**config.mk**
```make
export PLATFORM = sky130hd
export DESIGN_NAME = seqcpu_core
export DESIGN_NICKNAME = d
export VERILOG_FILES = /design/src/rtl/seqcpu_pkg.sv /design/src/rtl/seqcpu_alu.sv /design/src/rtl/seqcpu_regfile.sv /design/src/rtl/seqcpu_ctrl.sv /design/src/rtl/seqcpu_core.sv
export SDC_FILE = /design/constraint.sdc
export NUM_CORES = 2
export LEC_CHECK = 0
export BUFFER_PORTS_ARGS = -buffer_cell sky130_fd_sc_hd__buf_2
export CORE_MARGIN = 1.5
export CORE_UTILIZATION = 55
export DETAILED_ROUTE_END_ITERATION = 8
export PLACE_DENSITY = 0.74
export RECOVER_POWER = 100
export SETUP_SLACK_MARGIN = 0.02
export SLEW_MARGIN = 20
export SYNTH_ARGS = -nofsm -noshare
export SYNTH_HDL_FRONTEND = slang
export SYNTH_SLANG_ARGS = --single-unit
```
**constraint.sdc**
```tcl
create_clock -name clk -period 5.45 [get_ports clk]
set_input_delay 0.2725 -clock clk [delete_from_list [all_inputs] [get_ports clk]]
set_output_delay 0.2725 -clock clk [all_outputs]
set_load 0.005 [all_outputs]
```
**src/rtl/seqcpu_pkg.sv**
```systemverilog
package seqcpu_pkg;
   localparam logic [5:0] OPC_RTYPE = 6'h00;
   localparam logic [5:0] OPC_LOAD  = 6'h23;
   localparam logic [5:0] OPC_STORE = 6'h2B;
   localparam logic [5:0] OPC_BEQ   = 6'h04;
   localparam logic [5:0] OPC_JUMP  = 6'h02;

   localparam logic [5:0] FN_ADD = 6'h20;
   localparam logic [5:0] FN_SUB = 6'h22;
   localparam logic [5:0] FN_AND = 6'h24;
   localparam logic [5:0] FN_OR  = 6'h25;
   localparam logic [5:0] FN_SLT = 6'h2A;

   typedef enum logic [3:0] {
      ST_FETCH, ST_DECODE, ST_EXE_R, ST_EXE_M, ST_EXE_BR, ST_EXE_J,
      ST_WB_R, ST_MEM_RD, ST_MEM_WR, ST_WB_LD
   } step_t;

   typedef enum logic [2:0] {
      ALU_ADD, ALU_SUB, ALU_AND, ALU_OR, ALU_SLT, ALU_ZERO
   } alu_op_t;

   function automatic alu_op_t funct_to_op(input logic [5:0] fn);
      case (fn)
         FN_ADD:  return ALU_ADD;
         FN_SUB:  return ALU_SUB;
         FN_AND:  return ALU_AND;
         FN_OR:   return ALU_OR;
         FN_SLT:  return ALU_SLT;
         default: return ALU_ZERO;
      endcase
   endfunction
endpackage

```
**src/rtl/seqcpu_alu.sv**
```systemverilog
module seqcpu_alu
   import seqcpu_pkg::*;
#(
   parameter int W = 32
) (
   input  logic [W-1:0] a,
   input  logic [W-1:0] b,
   input  alu_op_t      op,
   output logic [W-1:0] y,
   output logic         zero
);
   initial assert (W >= 2) else $error("ALU width too small");

   always_comb begin
      case (op)
         ALU_ADD: y = a + b;
         ALU_SUB: y = a - b;
         ALU_AND: y = a & b;
         ALU_OR:  y = a | b;
         ALU_SLT: y = {{(W-1){1'b0}}, ($signed(a) < $signed(b))};
         default: y = '0;
      endcase
   end

   assign zero = (y == '0);
endmodule

```
**src/rtl/seqcpu_regfile.sv**
```systemverilog
module seqcpu_regfile #(
   parameter int W     = 32,
   parameter int N     = 32,
   parameter int PORTS = 2,
   localparam int IW   = $clog2(N)
) (
   input  logic                    clk,
   input  logic                    rst,
   input  logic [PORTS-1:0][IW-1:0] raddr,
   output logic [PORTS-1:0][W-1:0]  rdata,
   input  logic                    we,
   input  logic [IW-1:0]           waddr,
   input  logic [W-1:0]            wdata
);
   initial assert (N == (1 << IW)) else $error("register count must be a power of two");

   logic [W-1:0] regs [N];

   always_ff @(posedge clk) begin
      if (rst) begin
         for (int i = 0; i < N; i++) regs[i] <= '0;
      end else if (we && (waddr != '0)) begin
         regs[waddr] <= wdata;
      end
   end

   for (genvar p = 0; p < PORTS; p++) begin : g_rd
      assign rdata[p] = (raddr[p] == '0) ? '0 : regs[raddr[p]];
   end
endmodule

```
**src/rtl/seqcpu_ctrl.sv**
```systemverilog
module seqcpu_ctrl
   import seqcpu_pkg::*;
(
   input  logic       clk,
   input  logic       rst,
   input  logic [5:0] opcode,
   output step_t      step
);
   step_t nxt;

   always_comb begin
      nxt = ST_FETCH;
      case (step)
         ST_FETCH:  nxt = ST_DECODE;
         ST_DECODE: begin
            case (opcode)
               OPC_RTYPE:           nxt = ST_EXE_R;
               OPC_LOAD, OPC_STORE: nxt = ST_EXE_M;
               OPC_BEQ:             nxt = ST_EXE_BR;
               OPC_JUMP:            nxt = ST_EXE_J;
               default:             nxt = ST_FETCH;
            endcase
         end
         ST_EXE_R:  nxt = ST_WB_R;
         ST_EXE_M:  nxt = (opcode == OPC_LOAD) ? ST_MEM_RD : ST_MEM_WR;
         ST_MEM_RD: nxt = ST_WB_LD;
         default:   nxt = ST_FETCH;
      endcase
   end

   always_ff @(posedge clk) begin
      if (rst) step <= ST_FETCH;
      else     step <= nxt;
   end


   rtype_len_chk: assert property (@(posedge clk) disable iff (rst)
      step == ST_WB_R |=> step == ST_FETCH);
endmodule

```
**src/rtl/seqcpu_core.sv**
```systemverilog
module seqcpu_core
   import seqcpu_pkg::*;
#(
   parameter int          XLEN     = 32,
   parameter int          NREG     = 32,
   parameter logic [31:0] RESET_PC = 32'h0
) (
   input  logic            clk,
   input  logic            rst,
   output logic [XLEN-1:0] mem_addr,
   input  logic [XLEN-1:0] mem_rdata,
   output logic [XLEN-1:0] mem_wdata,
   output logic            mem_we
);
   localparam int RIDX = $clog2(NREG);
   localparam int IMMW = 16;

   initial assert (XLEN == 32) else $error("encoding needs a 32-bit word");
   initial assert (NREG == 32) else $error("register fields are 5 bits wide");

   step_t step;
   logic [XLEN-1:0] pc_q, ir_q, a_q, b_q, alu_q, mdr_q;
   logic [XLEN-1:0] imm_sx, alu_a, alu_b, alu_y;
   logic            alu_zero;
   alu_op_t         alu_op;

   logic [1:0][RIDX-1:0] rf_ra;
   logic [1:0][XLEN-1:0] rf_rd;
   logic                 rf_we;
   logic [RIDX-1:0]      rf_wa;
   logic [XLEN-1:0]      rf_wd;

   assign imm_sx = {{(XLEN-IMMW){ir_q[IMMW-1]}}, ir_q[IMMW-1:0]};

   seqcpu_ctrl u_ctrl (
      .clk    (clk),
      .rst    (rst),
      .opcode (ir_q[31:26]),
      .step   (step)
   );

   always_comb begin
      alu_a  = pc_q;
      alu_b  = 32'd4;
      alu_op = ALU_ADD;
      case (step)
         ST_DECODE: alu_b = {imm_sx[XLEN-3:0], 2'b00};
         ST_EXE_R: begin
            alu_a  = a_q;
            alu_b  = b_q;
            alu_op = funct_to_op(ir_q[5:0]);
         end
         ST_EXE_M: begin
            alu_a = a_q;
            alu_b = imm_sx;
         end
         ST_EXE_BR: begin
            alu_a  = a_q;
            alu_b  = b_q;
            alu_op = ALU_SUB;
         end
         default: ;
      endcase
   end

   seqcpu_alu #(.W(XLEN)) u_alu (
      .a    (alu_a),
      .b    (alu_b),
      .op   (alu_op),
      .y    (alu_y),
      .zero (alu_zero)
   );

   assign rf_ra[0] = ir_q[21 +: RIDX];
   assign rf_ra[1] = ir_q[16 +: RIDX];
   assign rf_we    = (step == ST_WB_R) || (step == ST_WB_LD);
   assign rf_wa    = (step == ST_WB_R) ? ir_q[11 +: RIDX] : ir_q[16 +: RIDX];
   assign rf_wd    = (step == ST_WB_R) ? alu_q : mdr_q;

   seqcpu_regfile #(.W(XLEN), .N(NREG), .PORTS(2)) u_rf (
      .clk   (clk),
      .rst   (rst),
      .raddr (rf_ra),
      .rdata (rf_rd),
      .we    (rf_we),
      .waddr (rf_wa),
      .wdata (rf_wd)
   );

   always_ff @(posedge clk) begin
      if (rst) begin
         pc_q  <= RESET_PC;
         ir_q  <= '0;
         a_q   <= '0;
         b_q   <= '0;
         alu_q <= '0;
         mdr_q <= '0;
      end else begin
         case (step)
            ST_FETCH: begin
               ir_q <= mem_rdata;
               pc_q <= alu_y;
            end
            ST_DECODE: begin
               a_q   <= rf_rd[0];
               b_q   <= rf_rd[1];
               alu_q <= alu_y;
            end
            ST_EXE_R, ST_EXE_M: alu_q <= alu_y;
            ST_EXE_BR: if (alu_zero) pc_q <= alu_q;
            ST_EXE_J:  pc_q <= {pc_q[XLEN-1:XLEN-4], ir_q[25:0], 2'b00};
            ST_MEM_RD: mdr_q <= mem_rdata;
            default: ;
         endcase
      end
   end

   assign mem_addr  = (step == ST_MEM_RD || step == ST_MEM_WR) ? alu_q : pc_q;
   assign mem_wdata = b_q;
   assign mem_we    = (step == ST_MEM_WR);


   reset_state_chk: assert property (@(posedge clk)
      rst |=> (pc_q == RESET_PC) && (step == ST_FETCH));


   pc_advance_chk: assert property (@(posedge clk) disable iff (rst)
      step == ST_FETCH |=> pc_q == $past(pc_q) + 32'd4);


   zero_src_chk: assert property (@(posedge clk) disable iff (rst)
      (step == ST_DECODE) && (ir_q[25:21] == 5'd0) |=> a_q == '0);


   load_capture_chk: assert property (@(posedge clk) disable iff (rst)
      step == ST_MEM_RD |=> mdr_q == $past(mem_rdata));


   store_ends_chk: assert property (@(posedge clk) disable iff (rst)
      mem_we |=> step == ST_FETCH);


   branch_taken_chk: assert property (@(posedge clk) disable iff (rst)
      (step == ST_EXE_BR) && (a_q == b_q) |=> pc_q == $past(alu_q));
endmodule

```
# [After elaboration in Yosys (flattened, before gate mapping)]
# Memories as Yosys holds them, arrays and structs flattened. A register that Yosys moved wholly into a read port is not among the register bits.
# Cells that the tools add are included.
[word_totals] output_inout_bits=65 input_bits=34 n_memories=1 mem_bits_rw=1024 regBits=196
[op_classes] addsub=2 eq_ne=23 bitwise=3 magnitude_cmp=1 muxes=27 n_reduce_logical=19
[memory_table] memory="u_rf.regs" depth=32 width=32 rd=2 rd_ports_with_merged_regs=2 wr=32 line="seqcpu_regfile.sv:17" rtl="logic [W-1:0] regs [N];"
[ops] operator="two-way mux 32 bit" count=7
[ops] operator="case mux 32 bit (3 select lines)" count=2
[ops] operator="case mux 32 bit (5 select lines)" count=1
[ops] operator="equality test 6 bit, second input constant" count=7
[ops] operator="adder 32 bit" count=1
[ops] operator="AND 32 bit" count=1
[ops] operator="zero test 32 bit" count=1
[ops] operator="less-than comparator 32 bit" count=1
[ops] operator="bitwise OR 32 bit" count=1
[ops] operator="OR reduction 32 bit" count=1
[ops] operator="subtractor 32 bit" count=1
[ops] operator="two-way mux 5 bit" count=6
[ops] operator="case mux 4 bit (5 select lines)" count=1
[ops] operator="equality test 4 x 3 -> 1 bit, second input constant" count=4
[ops] operator="case mux 3 bit (5 select lines)" count=1
[ops] operator="case mux 3 bit (4 select lines)" count=1
[ops] operator="zero test 5 bit" count=2
[ops] operator="equality test 4 x 2 -> 1 bit, second input constant" count=2
[ops] operator="equality test 4 bit, second input constant" count=2
[ops] operator="equality test 3 x 2 -> 1 bit, second input constant" count=2
[ops] operator="equality test 6 x 2 -> 1 bit, second input constant" count=1
[ops] operator="equality test 6 x 3 -> 1 bit, second input constant" count=1
[ops] operator="zero test 6 bit" count=1
[ops] operator="two-way mux 1 bit" count=6
[ops] operator="18 further kinds" count=21

# [Longest topological paths before layout]
[depth] ltp_word=9 ltp_mapped=24 ltp_nobuf=20

# [Cells and area by module]
# A second synthesis with hierarchy kept.
[unflattened] cells_unflattened=5459 hier_area_um2=69235.2
[by_module_without_submodules] mod="seqcpu_regfile" n_inst=1 area_each_um2=54253.3 cells_per_inst=3502
[by_module_without_submodules] mod="seqcpu_core" n_inst=1 area_each_um2=9521.6 cells_per_inst=1128
[by_module_without_submodules] mod="seqcpu_alu" n_inst=1 area_each_um2=5236.3 cells_per_inst=800
[by_module_without_submodules] mod="seqcpu_ctrl" n_inst=1 area_each_um2=224.0 cells_per_inst=29

# [Worst setup path before layout]
# No wires, ideal clock.
[synth_path] path_kind="reg-to-reg" from="register u_ctrl.step[2]" to="register pc_q[10]" setup_time_ns=0.134 path_buffers=3 required_ns=5.316 arrival_ns=5.578 period_less_slack_ns=5.712 stages_incl_launch_ff=23 setup_slack_ns=-0.262 path_cell_list="dfxtp_1 xor2_1 or3b_1 clkbuf_1 nand2_1 buf_1 mux2_2 inv_1 ha_1 fa_1 o21bai_1 a221o_1 a32oi_2 a311oi_1 a211oi_1 o221a_2 a221o_1 a21oi_1 nand4_1 o31a_1 nor2_4 buf_2 a211oi_1"
[synth_via] elab_chain_cells=8 elab_cells_between_ends=27 cone_classes="add/sub (2); order compare (1); eq/ne (10); mux (5); bitwise (2); reduce/logical (7)"
[synth_lines] item="start, declared" line="seqcpu_ctrl.sv:7" rtl="output step_t step"
[synth_lines] item="start signal, assigned" line="seqcpu_ctrl.sv:33" rtl="else step <= nxt;"
[synth_lines] item="equality test 4 x 3 -> 1 bit / equality test 4 x 2 -> 1 bit (equally long branches)" line="seqcpu_core.sv:46, seqcpu_core.sv:99"
[synth_lines] item="OR reduction 2 bit (no line) / OR reduction 3 bit (equally long branches)"
[synth_lines] item="case mux 32 bit (3 select lines) / two-way mux 32 bit (equally long branches)" line="seqcpu_core.sv:46" rtl="case (step)"
[synth_lines] item="subtractor 32 bit, or another cell as far along" line="seqcpu_alu.sv:17" rtl="ALU_SUB: y = a - b;"
[synth_lines] item="case mux 32 bit (5 select lines)" line="seqcpu_alu.sv:15" rtl="case (op)"
[synth_lines] item="zero test 32 bit" line="seqcpu_alu.sv:25" rtl="assign zero = (y == '0);"
[synth_lines] item="!= test 2 bit (no line)"
[synth_lines] item="AND reduction 2 bit (no line)"
[synth_lines] item="end signal, assigned" line="seqcpu_core.sv:102" rtl="pc_q <= alu_y;"
[synth_lines] item="end signal, assigned" line="seqcpu_core.sv:110" rtl="ST_EXE_BR: if (alu_zero) pc_q <= alu_q;"
[synth_lines] item="end signal, assigned" line="seqcpu_core.sv:111" rtl="ST_EXE_J: pc_q <= {pc_q[XLEN-1:XLEN-4], ir_q[25:0], 2'b00};"
[synth_lines] item="end, declared" line="seqcpu_core.sv:22" rtl="logic [XLEN-1:0] pc_q, ir_q, a_q, b_q, alu_q, mdr_q;"
# Parallel ways exist; a longest one is shown, timed or not.
# A chain may end at the register's enable or synchronous reset.

# [Final worst setup path]
[layout_path] from="register u_ctrl.step[1]" to="register pc_q[10]"
# The elaborated chain is that of the path after synthesis.

==> flow_summary.json <==
{
  "drive_gt1_frac": 0.306,
  "relSlewSlack": 0.204,
  "netlist_instances": 5163,
  "fmax_mhz": 184,
  "yosysTopAreaCellShare": 0.465,
  "pwr-share-seq": 0.313,
  "p_int_mw": 23.9,
  "dp.cells": 6749,
  "drc_errors": 0,
  "critPathKind": "register to register",
  "syn_area_um2": 66100,
  "switching_power_mw": 14.4,
  "drv_cap": 0,
  "cts_inserted_buffers": 118,
  "initial_core_util": 0.553,
  "hold_depth": 2,
  "path_cells": "xor2_1 -> or3b_4 -> nand2_4 -> buf_12 -> buf_6 -> buf_12 -> mux2_2 -> ha_2 -> and3_2 -> nand2_1 -> a311oi_4 -> o21ai_1 -> a311oi_2 -> a2bb2oi_2 -> nor2b_2 -> buf_4 -> nand4_4 -> buf_6 -> o31a_1 -> nor2_4 -> clkbuf_16 -> a211oi_1",
  "ir_drop_v": 0.000279,
  "min_to": "pc_q[1]",
  "yosys.area.top_type": "edfxtp_1",
  "pwr-share-comb": 0.460,
  "avgSynthCellArea_um2": 12.8,
  "r2r_cells": 22,
  "synth_area_leaders": "edfxtp_1, mux4_2, nor2_1",
  "dpl_cell_area_um2": 70400,
  "finalHoldViolCount": 0,
  "layoutNonFillerInstCount": 7066,
  "vias": 48800,
  "grt_max_degree": 104,
  "wirelength_um": 222000,
  "endpoint_kind": "register",
  "cts.htree.levels": 3,
  "rsz0062_at_grt": "yes",
  "synth_ff_type": "edfxtp_1",
  "dieArea_um2": 122000,
  "fin_nets": 5481,
  "multiInputGateArea_um2": 30700,
  "design_area_um2": 76600,
  "synth_cell_types": 90,
  "die-width_um": 350,
  "outcome": "completed",
  "vias_per_cell": 6.91,
  "reg2reg_from": "u_ctrl.step[1]",
  "p_total_mw": 38.4,
  "met3_length_um": 27500,
  "grt_pass1_wl_um": 319000,
  "syn2layout_area_growth_pct": 15.9,
  "start_kind": "register",
  "cts.clk_slew.worst_paths_ns": 0.07,
  "numPortBuffers": 98,
  "yosys_warnings": 0,
  "rows": 127,
  "swShare": 0.377,
  "async_reset_ff_frac": 0,
  "drt_iter0_markers": 6790,
  "finalCriticalPeriod_ns": 5.43,
  "drt-pass1-iter-count": 6,
  "synthTopCellsByCount": "nor2_1, edfxtp_1, mux4_2",
  "critPathMaxFanout": 14,
  "yosysSeqAreaShare": 0.528,
  "regArea_um2": 34900,
  "finalSetupViolCount": 0,
  "hp-class": "input port to register",
  "core_area_um2": 119000,
  "cts_sinks": 1230,
  "cts_tree": "built",
  "p_leak_nw": 25.8,
  "pwr-share-clk": 0.227,
  "fin_crit_sh": 0.997,
  "cts-root-buf": "clkbuf_16",
  "grt-ovfl-total": 0,
  "p_per_area_nw_per_um2": 501,
  "tns_ns": 0,
  "io_pins": 99,
  "fin_skew_ns": 0.0369,
  "worstPathRequired_ns": 5.98,
  "grt_pass1_vias": 48300,
  "die_h_um": 350,
  "clk_path_buf_depth": 3,
  "clkLatencyLatePin_ns": 0.72,
  "synth-seq-cells": 1230,
  "max_slew.worst_pin.slew_ns": 1.19,
  "ff2ff_setup_slack_ns": 0.02,
  "post-dp-hpwl_um": 142000,
  "slew_viol_final": 0,
  "antenna_found_initial": 10,
  "min_from": "rst",
  "met1_length_um": 73400,
  "top_layer": "met5",
  "synth_edf_count": 1024,
  "crit_path_max_incr_delay_ns": 0.46,
  "routedWlPerCell_um": 31.4,
  "synth_most_common_cell": "nor2_1",
  "gp_congestion": 0.978,
  "track_usage": 0.358,
  "cp_slowest_cell": "a311oi_4",
  "critPathArrivalTime_ns": 5.96,
  "final_antenna_net_count": 0,
  "wl_met2_um": 108000,
  "fillers": 8544,
  "rr_endpoint": "pc_q[10]"
}
==> logic make-up after synthesis <==
logic type                 share of synthesized area
buffers and inverters                         0.0346
adders and majority gates                     0.0188
AOI/OAI and AO/OA                             0.0620
muxes                                          0.247
and+or+nand+nor                                0.108
xor gates and xnor gates                     0.00185
other                                      0.0000567
DFF                                            0.528
==> cell type report <==
class                      instances  share of cell area
antenna                            2           0.0000653
clock buffer                     149              0.0423
clock inverter                    74              0.0110
inverter                         103             0.00510
multi-input combinational       3363               0.400
sequential                      1230               0.456
tap                             1612              0.0263
timing repair buffer             533              0.0592
==> metal layers <==
layer / global-route usage / up-vias
met4: 0.183 / 14
met2: 0.592 / 3817
met3: 0.0884 / 817
met5: 0 / -
met1: 0.438 / 24400
li1: - / 19800
==> worst max-delay path, delay by kind of cell, from the launching register on <==
family	cells	cell delay, ns
AO/OA/AOI/OAI	6	1.41
XOR/XNOR	1	0.17
adder cells (fa/ha/maj)	1	0.45
buffers and inverters	6	0.94
flip-flops	1	0.34
multiplexers	1	0.38
AND/OR/NAND/NOR	7	1.54
==> power by group through the flow <==
stage | sequential, mW | clock, mW | combinational [mW]
2_1_floorplan | 11.4 | 0 | 10.1
4_1_cts | 11.9 | 8.69 | 16.1
3_3_place_gp | 12.1 | 0 | 15.5
5_1_grt | 12.0 | 9.05 | 18.4
6_report | 12.0 | 8.71 | 17.7
3_5_place_dp | 12.1 | 0 | 15.6
==> layout by cell type, fill, tap and decap left out, types with 22 or more instances in the layout <==
cell | synthesis | routed
conb_1 | 1 | 32
clkbuf_16 | 0 | 128
ha_4 | 0 | 22
nand2_2 | 1 | 60
a21oi_1 | 275 | 257
buf_2 | 14 | 97
dlygate4sd3_1 | 0 | 32
clkinv_2 | 0 | 25
mux2i_1 | 114 | 81
mux2_2 | 67 | 54
mux4_2 | 640 | 640
buf_6 | 2 | 25
a211oi_1 | 62 | 49
buf_4 | 0 | 335
nor2_1 | 1259 | 1253
ha_1 | 96 | 70
o21ai_0 | 61 | 51
buf_12 | 0 | 29
clkinv_1 | 1 | 22
nor3_1 | 45 | 39
nand3_1 | 29 | 27
nand2_1 | 292 | 230
o211ai_1 | 26 | 26
dfxtp_1 | 206 | 194
mux2i_4 | 0 | 24
inv_1 | 102 | 97
edfxtp_1 | 1024 | 1024
o21a_1 | 23 | 23
==> flip-flops by register name, indices dropped and copies added (netlist names), named ones only <==
register and count:
u_rf.regs 1024, mdr_q 32, alu_q 32, u_ctrl.step 4, mem_wdata 32, a_q 32
ir_q 32, pc_q 32
==> through the flow <==
stage	utilization	setup WS (ns)	hold slack [ns]
after floorplan	-	0.0435	0.408
after global placement	0.589	-0.288	0.455
after detailed placement	0.589	-0.355	0.462
after CTS	0.629	0.0208	0.0335
after global routing	0.641	-0.0749	0.0768
final	0.641	0.0154	0.0500
==> how the worst max path moves through the flow <==
| stage | from | endpoint | slack, ns | cells past startpoint |
|---|---|---|---|---|
| after floorplan | u_ctrl.step[2] | pc_q[0] | 0.04 | 22 |
| after global placement | u_ctrl.step[2] | pc_q[13] | -0.29 | 23 |
| after detailed placement | u_ctrl.step[2] | pc_q[19] | -0.36 | 23 |
| after CTS | u_ctrl.step[2] | pc_q[21] | 0.02 | 23 |
| after global routing | u_ctrl.step[1] | pc_q[26] | -0.07 | 23 |
| final | u_ctrl.step[1] | pc_q[10] | 0.02 | 22 |
==> repair_timing <==
action | CTS | global route
setup endpoints to repair | 32 | 33
pin swaps | 16 | 47
setup buffers | 22 | 27
gates cloned | 1 | 2
hold buffers | 32 | 0
gates resized for setup | 38 | 188
hold endpoints to repair | 74 | 0
No activity file was read; power rests on OpenSTA's default activity.
